[src/rtl/timer_pkg.sv]
package timer_pkg;
  // strobes from the register side to the counting datapath
  typedef struct packed {
    logic loadA;
    logic loadB;
    logic runA;
    logic runB;
  } timer_ctl_t;
endpackage

[src/rtl/timer_regs.sv]
module timer_regs
  import timer_pkg::*;
#(
  parameter int A_WIDTH = 10,
  parameter int B_WIDTH = 8,
  parameter logic [7:0] ADDR_A_HI = 8'h24,
  parameter logic [7:0] ADDR_A_LO = 8'h25,
  parameter logic [7:0] ADDR_B    = 8'h26,
  parameter logic [7:0] ADDR_CTRL = 8'h27
) (
  input  logic               clk,
  input  logic               rst_n,
  input  logic               wrEn,
  input  logic [7:0]         wrAddr,
  input  logic [7:0]         wrData,
  output logic [A_WIDTH-1:0] presetA,
  output logic [B_WIDTH-1:0] presetB,
  output logic [7:0]         ctrlReg,
  output timer_ctl_t         ctl
);
  // low part of timer A preset lives in its own register
  localparam int LO_BITS = A_WIDTH - 8;

  logic ctrlWr;
  assign ctrlWr = wrEn && (wrAddr == ADDR_CTRL);

  // a load happens only on a 0 -> 1 change of a run bit
  always_comb begin
    ctl.loadA = ctrlWr && wrData[0] && !ctrlReg[0];
    ctl.loadB = ctrlWr && wrData[1] && !ctrlReg[1];
    ctl.runA  = ctrlReg[0];
    ctl.runB  = ctrlReg[1];
  end

  always_ff @(posedge clk or negedge rst_n) begin
    if (!rst_n) begin
      presetA <= '0;
      presetB <= '0;
      ctrlReg <= '0;
    end else if (wrEn) begin
      case (wrAddr)
        ADDR_A_HI: presetA[A_WIDTH-1:LO_BITS] <= wrData;
        ADDR_A_LO: presetA[LO_BITS-1:0]       <= wrData[LO_BITS-1:0];
        ADDR_B:    presetB                    <= wrData[B_WIDTH-1:0];
        ADDR_CTRL: ctrlReg                    <= wrData;
        default:   ;
      endcase
    end
  end
endmodule

[src/rtl/timer_counter.sv]
module timer_counter #(
  parameter int WIDTH = 10
) (
  input  logic             clk,
  input  logic             rst_n,
  input  logic             load,
  input  logic             run,
  input  logic             tick,
  input  logic [WIDTH-1:0] preset,
  output logic             ovf
);
  // count holds remaining ticks minus one; inverted preset = max - preset
  logic [WIDTH-1:0] cnt;

  always_ff @(posedge clk or negedge rst_n) begin
    if (!rst_n) begin
      cnt <= '0;
      ovf <= 1'b0;
    end else begin
      ovf <= 1'b0;
      if (load) begin
        cnt <= ~preset;
      end else if (run && tick) begin
        if (cnt == '0) begin
          cnt <= ~preset;
          ovf <= 1'b1;
        end else begin
          cnt <= cnt - 1'b1;
        end
      end
    end
  end
endmodule

[src/rtl/timer_datapath.sv]
module timer_datapath
  import timer_pkg::*;
#(
  parameter int PRESCALE = 144,
  parameter int B_DIV    = 16,
  parameter int A_WIDTH  = 10,
  parameter int B_WIDTH  = 8
) (
  input  logic               clk,
  input  logic               rst_n,
  input  timer_ctl_t         ctl,
  input  logic [A_WIDTH-1:0] presetA,
  input  logic [B_WIDTH-1:0] presetB,
  output logic               ovfA,
  output logic               ovfB
);
  localparam int PW = $clog2(PRESCALE);
  localparam int DW = $clog2(B_DIV);
  localparam logic [PW-1:0] PRE_LAST = PW'(PRESCALE - 1);
  localparam logic [DW-1:0] DIV_LAST = DW'(B_DIV - 1);

  logic [PW-1:0] preCnt;
  logic [DW-1:0] subCnt;
  logic tickA, tickB;

  assign tickA = (preCnt == PRE_LAST);
  assign tickB = tickA && (subCnt == DIV_LAST);

  // free-running prescaler, independent of the run bits
  always_ff @(posedge clk or negedge rst_n) begin
    if (!rst_n) begin
      preCnt <= '0;
      subCnt <= '0;
    end else begin
      preCnt <= tickA ? '0 : preCnt + 1'b1;
      if (tickA) subCnt <= tickB ? '0 : subCnt + 1'b1;
    end
  end

  timer_counter #(.WIDTH(A_WIDTH)) u_cntA (
    .clk(clk), .rst_n(rst_n), .load(ctl.loadA), .run(ctl.runA),
    .tick(tickA), .preset(presetA), .ovf(ovfA)
  );

  timer_counter #(.WIDTH(B_WIDTH)) u_cntB (
    .clk(clk), .rst_n(rst_n), .load(ctl.loadB), .run(ctl.runB),
    .tick(tickB), .preset(presetB), .ovf(ovfB)
  );
endmodule

[src/rtl/dual_interval_timer.sv]
module dual_interval_timer
  import timer_pkg::*;
#(
  parameter int PRESCALE = 144,
  parameter int B_DIV    = 16,
  parameter int A_WIDTH  = 10,
  parameter int B_WIDTH  = 8,
  parameter logic [7:0] ADDR_A_HI = 8'h24,
  parameter logic [7:0] ADDR_A_LO = 8'h25,
  parameter logic [7:0] ADDR_B    = 8'h26,
  parameter logic [7:0] ADDR_CTRL = 8'h27
) (
  input  logic       clk,
  input  logic       rst_n,
  input  logic       wrEn,
  input  logic [7:0] wrAddr,
  input  logic [7:0] wrData,
  output logic       ovfA,
  output logic       ovfB,
  output logic [7:0] ctrlOut
);
  timer_ctl_t ctl;
  logic [A_WIDTH-1:0] presetA;
  logic [B_WIDTH-1:0] presetB;

  timer_regs #(
    .A_WIDTH(A_WIDTH), .B_WIDTH(B_WIDTH), .ADDR_A_HI(ADDR_A_HI),
    .ADDR_A_LO(ADDR_A_LO), .ADDR_B(ADDR_B), .ADDR_CTRL(ADDR_CTRL)
  ) u_regs (
    .clk(clk), .rst_n(rst_n), .wrEn(wrEn), .wrAddr(wrAddr), .wrData(wrData),
    .presetA(presetA), .presetB(presetB), .ctrlReg(ctrlOut), .ctl(ctl)
  );

  timer_datapath #(
    .PRESCALE(PRESCALE), .B_DIV(B_DIV), .A_WIDTH(A_WIDTH), .B_WIDTH(B_WIDTH)
  ) u_dp (
    .clk(clk), .rst_n(rst_n), .ctl(ctl), .presetA(presetA), .presetB(presetB),
    .ovfA(ovfA), .ovfB(ovfB)
  );
endmodule

[config.mk]
export PLATFORM = sky130hd
export DESIGN_NAME = dual_interval_timer
export DESIGN_NICKNAME = d
export VERILOG_FILES = /design/src/rtl/timer_pkg.sv /design/src/rtl/timer_regs.sv /design/src/rtl/timer_counter.sv /design/src/rtl/timer_datapath.sv /design/src/rtl/dual_interval_timer.sv
export SDC_FILE = /design/constraint.sdc
export NUM_CORES = 1
export LEC_CHECK = 0
export CORE_ASPECT_RATIO = 0.6
export CORE_MARGIN = 5
export CORE_UTILIZATION = 56
export DETAILED_ROUTE_END_ITERATION = 8
export GPL_ROUTABILITY_DRIVEN = 0
export HOLD_SLACK_MARGIN = 0.08
export PLACE_DENSITY = 0.85
export SLEW_MARGIN = 0
export SYNTH_ARGS = -nofsm -noshare
export SYNTH_HDL_FRONTEND = slang
export SYNTH_SLANG_ARGS = --single-unit
[constraint.sdc]
create_clock -name clk -period 3 [get_ports clk]
set_clock_uncertainty 0.1 [all_clocks]
set_input_delay 0.6 -clock clk [delete_from_list [all_inputs] [get_ports clk]]
set_output_delay 0.6 -clock clk [all_outputs]
set_load 0.005 [all_outputs]
==> out/metrics.yaml <==
multiInputGateArea_mm2: 0.00131
start_util_pct: 56.8
crit_required_ns: 3.09
p_sw_uw: 353
netlist_instances: 250
rsz0062_at_grt: "false"
async_reset_ff_share_pct: 100
layout-drive-gt1-share_pct: 19.8
tightest_slew_ns: 0.690
r2r_setup_slack_ns: 0.60
cp-start-kind: "primary input"
dr.pass1.iters: 4
place.detailed.hpwl_mm: 4.48
max_stage_delay_ns: 0.77
finalCritPeriodShare_pct: 82.4
setup_tns_ns: 0
crit_fanout: 9
period_minus_slack_ns: 2.47
yosysWarnings: 0
synth_seq_area_share_pct: 51.3
grt-ovfl-total: 0
chipHeight_um: 65.0
hold_viol: 0
final_area_mm2: 0.00336
syn_to_final_growth_pct: 18.8
register_area_mm2: 0.00145
grt_pass1_vias: 2048
power.share.clock_pct: 42.6
intPower_mw: 1.26
maxCapViolCount: 0
sequentialPowerShare_pct: 51.3
placedInstanceArea_mm2: 0.00316
grt_pass1_wl_mm: 10.3
synth_edf_count: 0
port_buffers: 28
cts_tree: "yes"
final_net_count: 308
synthFlopType: "dfrtp_1"
n_antenna_cell: 0
relSlewSlack_pct: 53.6
clkLatencyLatePin_ns: 0.33
fmax_mhz: 405
vias: 2109
slowest_stage: "or4_1"
syn_nets: 274
cts_buffer_depth: 2
fill_cells: 379
ir_worst_vdd_uv: 338
power.leakage_nw: 1.45
clk_pin_slew_ns: 0.06
antenna_found_initial: 0
place_ws_ns: 0.263
grt_max_degree: 28
cts-root-buf: "clkbuf_8"
ys_types: 52
min_path_type: "register to register"
synth_seq_cells: 58
slew_violations: 0
netlist_top_cells_area: "dfrtp_1, mux2_2, nor3_1"
status: "completed"
wl_mm: 6.09
cp_cell_sequence: "clkdlybuf4s50_1 > nand4bb_1 > or4_1 > o21ai_0 > a22oi_1"
switching_share_pct: 21.9
yosysTopAreaCell: "dfrtp_1"
setup_viol_count_final: 0
endpoint_kind: "register"
power_density_mw_per_mm2: 481
worst_ep_arrival_time_ns: 2.56
mappedNetlistArea_mm2: 0.00283
critical_path_class: "primary input to register"
io_pins: 29
drc: 0
final.setup.worst_slack_ns: 0.529
combPwrFrac_pct: 6.2
die-area_mm2: 0.00662
vias_per_cell: 5.96
fp-row-count: 20
ant_nets: 0
core_area_mm2: 0.00498
post_cts_buffers: 0
htreeDepth: 3
synth_top_area_share_pct: 51.3
clock_sinks: 58
avgSynthCellArea_um2: 11.3
wl_per_cell_um: 17.2
drtIter0Drc: 169
grt_usage_pct: 20.8
fp.dieW_um: 102
cts_buffers: 9
[cell families (layout without fill, tap and decap cells)]
logic type	count (synthesis)	in the layout	share of synthesized area, %
xor gates and xnor gates	7	7	2.17
DFF	58	58	51.3
muxes	32	32	12.6
buffers and inverters	16	54	2.48
and+or+nand+nor	87	87	18.5
AOI/OAI and AO/OA	45	45	10.8
adders and majority gates	5	5	2.21
[per-layer routing]
layer  up-vias  global-route usage [%]  part of all wire (%)
met2        78                    28.9                    44
met3        13                    6.77                   7.7
met4         0                    8.29                   1.9
met5         -                       0                     0
met1      1030                    29.9                    47
li1        988                       -                     -
[cell usage in the layout, fill, tap and decap left out, drive strengths merged, types with 2 or more instances in the layout]
cell and count:
dfrtp 58, mux2 29, clkdlybuf4s50 27, nor2 16
o21ai 14, nor3 13, clkbuf 12, nand2 10
inv 7, a21oi 6, nand3 5, or3 5
nand2b 5, ha 5, nor4 5, a22oi 5
and3 4, xnor2 4, or2 4, nand4 4
o211ai 4, buf 4, and2 4, xor2 3
mux2i 3, a31oi 3, nor2b 2, o31a 2
nand4bb 2, nand3b 2, or4 2, clkinv 2
nor4b 2
[cell usage after synthesis, types with 3 or more instances]
cell and instances:
a21oi_1 6, a22oi_1 4, a31oi_1 3, and3_1 4, clkbuf_1 5, dfrtp_1 58, ha_1 5, inv_1 7
mux2_2 29, mux2i_1 3, nand2_1 10, nand2b_1 5, nand3_1 5, nand4_1 4, nor2_1 15, nor3_1 13
nor4_1 4, o211ai_1 4, o21ai_0 10, o21ai_1 4, or2_2 4, or3_1 5, xnor2_1 4, xor2_1 3
[path summary, 6_finish.rpt]
kind	cells past startpoint	endpoint	start
max	5	u_dp.u_cntB.cnt[1]	wrAddr[6]
min	1	u_dp.u_cntA.cnt[3]	u_regs.presetA[3]
max reg2reg	7	u_dp.u_cntA.cnt[2]	u_dp.u_cntA.cnt[0]
min reg2reg	1	u_dp.u_cntA.cnt[3]	u_regs.presetA[3]
max in group asynchronous	3	u_dp.u_cntA.cnt[8]	rst_n
min in group asynchronous	2	u_dp.preCnt[0]	rst_n
[timing repair]
action	4_1_cts	5_1_grt
hold buffers	1	0
resized for setup	0	0
setup endpoints to repair	0	0
endpoints found under the hold margin	11	0
[power groups by stage]
stage | clock, mW | combinational [mW] | sequential (mW)
finish | 0.688 | 0.100 | 0.829
global route | 0.747 | 0.112 | 0.831
CTS | 0.706 | 0.102 | 0.828
detailed placement | 0 | 0.100 | 0.842
global placement | 0 | 0.0962 | 0.841
floorplan | 0 | 0.0381 | 0.837
[critical path, delay by kind of cell]
kind / cells / cell delay (ns)
AND/OR/NAND/NOR: 2 / 1.16
AO/OA/AOI/OAI: 2 / 0.40
buffers and inverters: 1 / 0.39
[metrics by stage]
step	cells	total power, mW	hold slack, ns	utilization (%)
after floorplan	250	0.875	0.204	-
after global placement	338	0.937	0.332	63.5
after detailed placement	338	0.942	0.345	63.5
after CTS	354	1.64	0.344	67.5
after global routing	354	1.69	0.371	67.5
final	354	1.62	0.340	67.5
[registers in the layout (all words and copies together), names as in the netlist]
name             cells
u_regs.presetA      10
u_dp.u_cntA.ovf      1
u_dp.subCnt          4
u_dp.u_cntB.cnt      8
u_dp.u_cntA.cnt     10
u_dp.u_cntB.ovf      1
u_dp.preCnt          8
u_regs.presetB       8
u_regs.ctrlReg       8
[cell type report]
| cell class | count | area share [%] |
|---|---|---|
| Inverter | 7 | 0.782 |
| Timing Repair Buffer | 32 | 9.16 |
| Sequential cell | 58 | 43.2 |
| Tap cell | 66 | 2.46 |
| Multi-Input combinational cell | 176 | 38.9 |
| Clock inverter | 3 | 1.19 |
| Clock buffer | 12 | 4.32 |
No activity file was read; power rests on OpenSTA's default activity.
